<file path="config.mk">
export PLATFORM = sky130hd
export DESIGN_NAME = sc_t0_tx
export DESIGN_NICKNAME = d
export VERILOG_FILES = /design/src/rtl/sc_t0_pkg.sv /design/src/rtl/sc_t0_serializer.sv /design/src/rtl/sc_t0_retry.sv /design/src/rtl/sc_t0_tx.sv
export SDC_FILE = /design/constraint.sdc
export NUM_CORES = 1
export LEC_CHECK = 0
export BUFFER_PORTS_ARGS = -buffer_cell sky130_fd_sc_hd__buf_2
export CAP_MARGIN = 20
export CORE_MARGIN = 4
export CORE_UTILIZATION = 40
export DETAILED_ROUTE_END_ITERATION = 6
export SYNTH_ARGS = -nofsm -noshare
export SYNTH_HDL_FRONTEND = slang
export SYNTH_HIERARCHICAL = 1
export SYNTH_SLANG_ARGS = --single-unit
</file>
<file path="constraint.sdc">
create_clock -name clk -period 4.2 [get_ports clk]
set_clock_uncertainty 0.05 [all_clocks]
set_input_delay 0.63 -clock clk [delete_from_list [all_inputs] [get_ports clk]]
set_output_delay 0.63 -clock clk [all_outputs]
set_load 0.01 [all_outputs]
</file>
<file path="src/rtl/sc_t0_pkg.sv">
package sc_t0_pkg;
   typedef enum logic [1:0] {
      T0_IDLE  = 2'd0,
      T0_ALIGN = 2'd1,
      T0_FRAME = 2'd2,
      T0_GUARD = 2'd3
   } t0_phase_e;

   // start bit + data bits + parity bit
   function automatic int unsigned frame_len(input int unsigned data_bits);
      return data_bits + 2;
   endfunction
endpackage

</file>
<file path="src/rtl/sc_t0_serializer.sv">
module sc_t0_serializer
   import sc_t0_pkg::*;
#(
   parameter int unsigned DATA_BITS  = 8,
   parameter bit          ODD_PARITY = 1'b0
) (
   input  logic                 clk,
   input  logic                 rst_n,
   input  logic                 load,
   input  logic [DATA_BITS-1:0] data_in,
   input  logic                 restart,
   input  logic                 advance,
   output logic                 level,
   output logic                 at_last,
   output logic [DATA_BITS-1:0] char_q
);
   localparam int unsigned FLEN = frame_len(DATA_BITS);
   localparam int unsigned IW   = $clog2(FLEN);

   logic [IW-1:0]   idx_q;
   logic            par;
   logic [FLEN-1:0] frame;

   generate
      if (ODD_PARITY) begin : g_odd
         assign par = ~^char_q;
      end else begin : g_even
         assign par = ^char_q;
      end
   endgenerate

   assign frame   = {par, char_q, 1'b0};
   assign level   = frame[idx_q];
   assign at_last = (idx_q == IW'(FLEN - 1));

   always_ff @(posedge clk or negedge rst_n) begin
      if (!rst_n) begin
         char_q <= '0;
         idx_q  <= '0;
      end else begin
         if (load) char_q <= data_in;
         if (load || restart) idx_q <= '0;
         else if (advance)    idx_q <= idx_q + IW'(1);
      end
   end

   // the bit index never runs past the parity bit
   p_idx_range_r2: assert property (@(posedge clk) disable iff (!rst_n)
      idx_q <= IW'(FLEN - 1));
endmodule

</file>
<file path="src/rtl/sc_t0_retry.sv">
module sc_t0_retry #(
   parameter int unsigned ITER_W = 3
) (
   input  logic              clk,
   input  logic              rst_n,
   input  logic              start,
   input  logic [ITER_W-1:0] max_in,
   input  logic              done,
   input  logic              nacked,
   output logic              again,
   output logic              give_up
);
   logic [ITER_W-1:0] max_q;
   logic [ITER_W-1:0] cnt_q;

   assign again   = nacked && (cnt_q < max_q);
   assign give_up = done && nacked && !again;

   always_ff @(posedge clk or negedge rst_n) begin
      if (!rst_n) begin
         max_q <= '0;
         cnt_q <= '0;
      end else if (start) begin
         max_q <= max_in;      // limit captured once per character
         cnt_q <= '0;          // fresh count per character
      end else if (done && again) begin
         cnt_q <= cnt_q + ITER_W'(1);
      end
   end

   // repetitions never exceed the captured limit
   p_rep_bound_r7: assert property (@(posedge clk) disable iff (!rst_n)
      cnt_q <= max_q);
endmodule

</file>
<file path="src/rtl/sc_t0_tx.sv">
module sc_t0_tx
   import sc_t0_pkg::*;
#(
   parameter int unsigned DATA_BITS  = 8,
   parameter int unsigned GUARD_BITS = 2,
   parameter int unsigned ITER_W     = 3,
   parameter bit          ODD_PARITY = 1'b0
) (
   input  logic                 clk,
   input  logic                 rst_n,
   input  logic                 baud_tick,
   input  logic [DATA_BITS-1:0] tx_data,
   input  logic                 tx_valid,
   output logic                 tx_ready,
   input  logic [ITER_W-1:0]    max_iter,
   input  logic                 line_in,
   output logic                 line_drive_low,
   output logic                 iter_exhausted
);
   localparam int unsigned GW = $clog2(GUARD_BITS + 2);

   generate
      if (GUARD_BITS < 2) begin : g_bad_guard
         $error("GUARD_BITS must be at least 2");
      end
      if (DATA_BITS < 1) begin : g_bad_data
         $error("DATA_BITS must be at least 1");
      end
      if (ITER_W < 1 || ITER_W > 3) begin : g_bad_iter
         $error("ITER_W must be 1..3 (at most eight sends)");
      end
   endgenerate

   t0_phase_e            phase_q;
   logic [GW-1:0]        gcnt_q;
   logic                 nack_q;
   logic                 exh_q;
   logic                 level, at_last;
   logic [DATA_BITS-1:0] char_q;
   logic                 accept, nack_now, nack_eff, guard_last;
   logic                 attempt_done, frame_adv, restart, again, give_up;

   assign tx_ready       = (phase_q == T0_IDLE);
   assign accept         = tx_ready && tx_valid;
   assign nack_now       = (phase_q == T0_GUARD) && baud_tick && (gcnt_q == '0) && !line_in;
   assign nack_eff       = nack_q || nack_now;
   assign guard_last     = (gcnt_q == (nack_eff ? GW'(GUARD_BITS) : GW'(GUARD_BITS - 1)));
   assign attempt_done   = (phase_q == T0_GUARD) && baud_tick && guard_last;
   assign frame_adv      = (phase_q == T0_FRAME) && baud_tick && !at_last;
   assign restart        = attempt_done && again;
   assign line_drive_low = (phase_q == T0_FRAME) && !level;
   assign iter_exhausted = exh_q;

   sc_t0_serializer #(.DATA_BITS(DATA_BITS), .ODD_PARITY(ODD_PARITY)) i_ser (
      .clk(clk), .rst_n(rst_n), .load(accept), .data_in(tx_data),
      .restart(restart), .advance(frame_adv),
      .level(level), .at_last(at_last), .char_q(char_q)
   );

   sc_t0_retry #(.ITER_W(ITER_W)) i_retry (
      .clk(clk), .rst_n(rst_n), .start(accept), .max_in(max_iter),
      .done(attempt_done), .nacked(nack_eff),
      .again(again), .give_up(give_up)
   );

   always_ff @(posedge clk or negedge rst_n) begin
      if (!rst_n) begin
         phase_q <= T0_IDLE;
         gcnt_q  <= '0;
         nack_q  <= 1'b0;
         exh_q   <= 1'b0;
      end else begin
         exh_q <= give_up;
         unique case (phase_q)
            T0_IDLE:  if (accept) phase_q <= T0_ALIGN;
            T0_ALIGN: if (baud_tick) phase_q <= T0_FRAME;
            T0_FRAME: if (baud_tick && at_last) begin
               phase_q <= T0_GUARD;
               gcnt_q  <= '0;
               nack_q  <= 1'b0;
            end
            T0_GUARD: if (baud_tick) begin
               nack_q <= nack_eff;
               if (guard_last) phase_q <= again ? T0_FRAME : T0_IDLE;
               else            gcnt_q  <= gcnt_q + GW'(1);
            end
            default: phase_q <= T0_IDLE;
         endcase
      end
   end

   // the exhausted pulse lasts a single clock
   p_exh_pulse_r8: assert property (@(posedge clk) disable iff (!rst_n)
      iter_exhausted |=> !iter_exhausted);
   // the pulse coincides with the end of the character
   p_exh_idle_r8: assert property (@(posedge clk) disable iff (!rst_n)
      iter_exhausted |-> tx_ready);
   // the character under transmission is held through all attempts
   p_char_held_r9: assert property (@(posedge clk) disable iff (!rst_n)
      (!tx_ready && $past(!tx_ready)) |-> $stable(char_q));
   // the guard counter stays within the stretched guard length
   p_guard_bound_r5: assert property (@(posedge clk) disable iff (!rst_n)
      (phase_q == T0_GUARD) |-> (gcnt_q <= GW'(GUARD_BITS)));
   // nothing is pulled low while the block is idle
   p_idle_release_r4: assert property (@(posedge clk) disable iff (!rst_n)
      tx_ready |-> !line_drive_low);
endmodule

</file>
After elaboration in Yosys (flattened, before gate mapping)
Index checks and enable logic that the tools add are counted.
{ "totals": {"register_bits": 24, "out_inout_bits": 3, "elab_cells": 73, "in_bits": 16} }
{ "classes": {"n_lt_le_gt_ge": 2, "n_eq_ne": 11, "n_addsub": 3, "mux": 21, "n_reduce_logical": 28} }
{ "ops": {"columns": ["operator", "count"], "rows": [
  ["2-to-1 mux 2 bit", 10],
  ["logical AND 1 bit", 13],
  ["2-to-1 mux 4 bit", 2],
  ["inequality test 2 bit, second input constant", 4],
  ["one-hot mux 2 bit (4 select lines)", 1],
  ["XOR reduction 8 bit", 1],
  ["2-to-1 mux 3 bit", 2],
  ["nonzero test 2 bit", 3],
  ["less-than comparator 4 x 5 -> 1 bit, second input constant", 1],
  ["AND reduction 5 bit", 1],
  ["adder 4 x 1 -> 4 bit, second input constant", 1],
  ["binary-select mux 1 bit (select 4 bit)", 1],
  ["equality test 2 bit, second input constant", 2],
  ["equality test 4 bit, second input constant", 1],
  ["logical NOT 1 bit", 4],
  ["logical NOT 2 bit", 2],
  ["inequality test 2 x 1 -> 1 bit, second input constant", 2],
  ["one-hot mux 2 bit (2 select lines)", 1],
  ["AND reduction 4 bit", 1],
  ["adder 3 x 1 -> 3 bit, second input constant", 1],
  ["less-than comparator 3 bit", 1],
  ["2-to-1 mux 1 bit", 3],
  ["AND reduction 3 bit", 1],
  ["adder 2 x 1 -> 2 bit, second input constant", 1],
  ["4 further kinds", 5]
]} }

Logic depth before layout (Yosys ltp)
{ "logic_depth": {"ltp_word": 11, "mapped_depth": 10, "mapped_depth_nobuf": 9} }

By module
The synthesis kept the hierarchy.
{ "modules_own_cells": {"columns": ["mod", "n_inst", "cells_per_inst", "area_each_um2"], "rows": [
  ["sc_t0_serializer", 1, 54, 670.6],
  ["sc_t0_tx", 1, 51, 452.9],
  ["sc_t0_retry", 1, 37, 394.1]
]} }

Worst setup path after synthesis
Ideal clock, no wire load.
{ "synth_path": {"path_kind": "reg-to-output", "start": "reg i_ser.idx_q[0]", "end": "out line_drive_low", "path_slack_ns": 1.939, "t_arrival_ns": 1.581, "path_stages_with_launch": 7, "required_ns": 3.520, "cell_sequence": "dfrtp_1 buf_2 mux4_2 nand2_1 a31o_1 nand3_2 nor3b_1"} }
{ "synth_via": {"elab_chain_len": 4} }
{ "synth_rtl": {"columns": ["item", "line_no", "source"], "rows": [
  ["start, declared", "sc_t0_serializer.sv:20", "logic [IW-1:0] idx_q;"],
  ["start signal, assigned", "sc_t0_serializer.sv:43", "else if (advance) idx_q <= idx_q + IW'(1);"],
  ["binary-select mux 1 bit (select 4 bit)", "sc_t0_serializer.sv:33", "assign level = frame[idx_q];"],
  ["2-to-1 mux 1 bit (implied by the code)", "sc_t0_serializer.sv:33", null],
  ["via level", "sc_t0_tx.sv:38", "logic level, at_last;"],
  ["logical NOT 1 bit", "sc_t0_tx.sv:51", "assign line_drive_low = (phase_q == T0_FRAME) && !level;"],
  ["logical AND 1 bit", "sc_t0_tx.sv:51", null],
  ["end, declared", "sc_t0_tx.sv:17", "output logic line_drive_low,"]
]} }
The timed path passes the listed nets, and every way through them passes these cells. The select of a mux whose other input is x is not followed.

Worst setup path in the final report
Same ends and word-level chain as after synthesis.

==> metrics.yaml <==
run_status:
  outcome: "finished clean"
placement:
  dpl.hpwl_um: 2060
  placement.setup.worst_slack_ns: 1.78
  numPortBuffers: 18
  last_weighted_congestion_value_of_the_routability_driven_placer: 0.804
logic_synthesis:
  ys_top_cells_by_area: "dfrtp_1, mux2_2, ha_1"
  synth_cell_types: 50
  synth-warning-count: 6
  post_synth_edffs: 0
  number_of_standard_cells_after_synthesis: 142
  syn-cell-area_sq_um: 1520
  netlist.area_leader.share_pct: 39.6
  synth.ff_latch_count: 24
  postSynth.topFlopCell: "dfrtp_1"
  syn_nets: 164
  synth-async-reset-ratio_pct: 100
  synth_commonest_cells: "dfrtp_1, nand2_1, nor2_1"
  synth_sequential_area_ratio_pct: 39.6
  synthMostInstantiatedCell: "dfrtp_1"
  postSynthAreaPerCell_sq_um: 10.7
  synth.largest_area_cell: "dfrtp_1"
global_route:
  grt_pass1_wl_um: 5150
  grt_antenna_before_repair: 0
  grt_max_degree: 25
  overflow: 0
  grt_pass1_vias: 1131
  gr_usage_total_pct: 13.0
pwr:
  total_power_mw: 1.29
  power_per_cell_area_nw_per_um2: 761
  p_leak_nw: 0.753
  max-vdd-ir-drop_uv: 277
floorplan:
  dieArea_sq_um: 4840
  core.rowCount: 22
  die_width_um: 69.6
  die_h_um: 69.6
  top_level_ports: 19
  start_util_pct: 41.5
  core_region_area_sq_um: 3660
detailed_routing:
  drt_first_iter_violations: 94
  detailedRoute.firstPassIterationCount: 4
  vias: 1077
  wirelength_um: 2820
  routedWlPerCell_um: 13.7
  drt-vias-per-instance: 5.23
  route.antenna.remaining_nets: 0
  remaining_drc_errors: 0
clocking:
  htree_levels: 1
  cts_root_buf: "clkbuf_8"
  resize_count_post_cts: 0
  cts_hold_buf: 0
  cts_setup_buffers: 0
  cts.reportedPaths.clkPinSlew_ns: 0.09
  cts-root-to-sink-buffers: 2
  clock_insertion_delay_at_the_later_pin_of_the_skew_report_ns: 0.27
  tritoncts: "done"
  clock_sink_count: 24
  cts_buffers: 3
critical_path:
  worst_ep_arrival_time_ns: 1.98
  crit_path_end_kind: "output pin"
  cp_max_fo: 9
  required_time_of_the_worst_setup_path_ns: 3.52
  critical_path.slowest_cell: "mux4_2"
  timing_worst_setup_path_type: "flip-flop to output pin"
  timing.critical_path.cells: "mux4_2 > nand2_1 > a31o_1 > nand3_2 > nor3b_1 > buf_2"
  worst_setup_path_start_kind: "flip-flop"
  timing.reg2reg.setup_slack_ns: 1.78
  cpPeakStageDelay_ns: 0.55
finish:
  fillCellCount: 341
  finalCoreUtilization_pct: 46.1
  area_growth_pct: 11.3
  fraction_of_layout_cells_with_a_size_suffix_above_1_pct: 27.2
  n_antenna_cell: 0
  num-nets-final: 181
flow_run:
  max-cap-violations: 0
sta:
  timing_worst_slew_pin_value_ns: 0.933
  setup_slack_ns: 1.54
  post-route-period-util_pct: 63.3
  holdWs_ns: 0.283
  grt_setup_unrepaired: "false"
  finalSetupViolCount: 0
  max_clock_freq_mhz: 376
  timing.setup.tns_ns: 0
  number_of_max_slew_violations_in_the_final_report: 0
  period_minus_slack_ns: 2.66
  maxSlewHeadroom_pct: 37.8
  finalHoldViolations: 0
worst_hold_path:
  hold_path_class: "input pin to async pin"
-- flip-flops by register name, summed over array words and instances (netlist names) --
name / flops
nack_q: 1
i_ser/char_q: 8
i_retry/max_q: 3
phase_q: 2
i_retry/cnt_q: 3
gcnt_q: 2
i_ser/idx_q: 4
iter_exhausted: 1
-- where the power goes --
part | internal [mW] | switching [mW] | total, mW | leakage, nW
Combinational | 0.328 | 0.275 | 0.604 | 0.423
Sequential | 0.335 | 0.143 | 0.478 | 0.294
Clock | 0.127 | 0.0769 | 0.204 | 0.0357
Total | 0.791 | 0.495 | 1.29 | 0.753
-- metal layers --
layer	global-route usage, %	routed length (um)
met5	0	0
met4	6.29	56
met3	2.03	107
met2	21.0	1340
met1	16.9	1310
-- stage by stage --
stage          instance area, sq um  cells
2_1_floorplan                  1520    142
3_3_place_gp                   1620    202
3_5_place_dp                   1620    202
4_1_cts                        1690    206
5_1_grt                        1690    206
6_report                       1690    206
-- logic make-up after synthesis --
group / after synthesis / share of synthesized area (%)
xor+xnor: 7 / 5.85
buf+inv: 13 / 5.03
fa+ha+maj: 6 / 4.95
compound gates: 21 / 12.1
mux: 15 / 12.0
simple gates: 56 / 20.4
flops: 24 / 39.6
-- final timing paths --
kind / start / cells after the start / end
setup / recovery: i_ser/idx_q[0] / 6 / line_drive_low
hold / removal: rst_n / 1 / i_ser/char_q[5]
setup reg to reg: gcnt_q[1] / 9 / i_retry/cnt_q[0]
hold reg to reg: i_retry/max_q[1] / 2 / i_retry/max_q[1]
max in group asynchronous: rst_n / 1 / gcnt_q[0]
min in group clk: i_retry/max_q[1] / 2 / i_retry/max_q[1]
-- layout by cell type, fill, tap and decap left out, types with 4 or more instances in the layout --
cell     synthesis  final
buf_2            1     18
nor3_1           6      6
ha_1             6      6
inv_1            7      7
nor2_1          11     11
mux2_2          10     10
and2_1           4      4
o21ai_0          4      4
nand2_1         13     13
dfrtp_1         24     24
-- area by class of cell --
class	count	area (sq um)	area share [%]
tap	48	60.1	3.56
sequential	24	601	35.6
inverter	7	26.3	1.56
multi-input combinational	105	841	49.8
timing repair buffer	18	90.1	5.33
clock inverter	1	30.0	1.78
clock buffer	3	41.3	2.44
-- worst max-delay path, delay by kind of cell, from the launching register on --
family          cells  cell delay (ns)
compound gates      1             0.16
simple gates        3             0.30
mux                 1             0.55
buf+inv             1             0.16
flops               1             0.54
No activity file was read; power rests on OpenSTA's default activity.
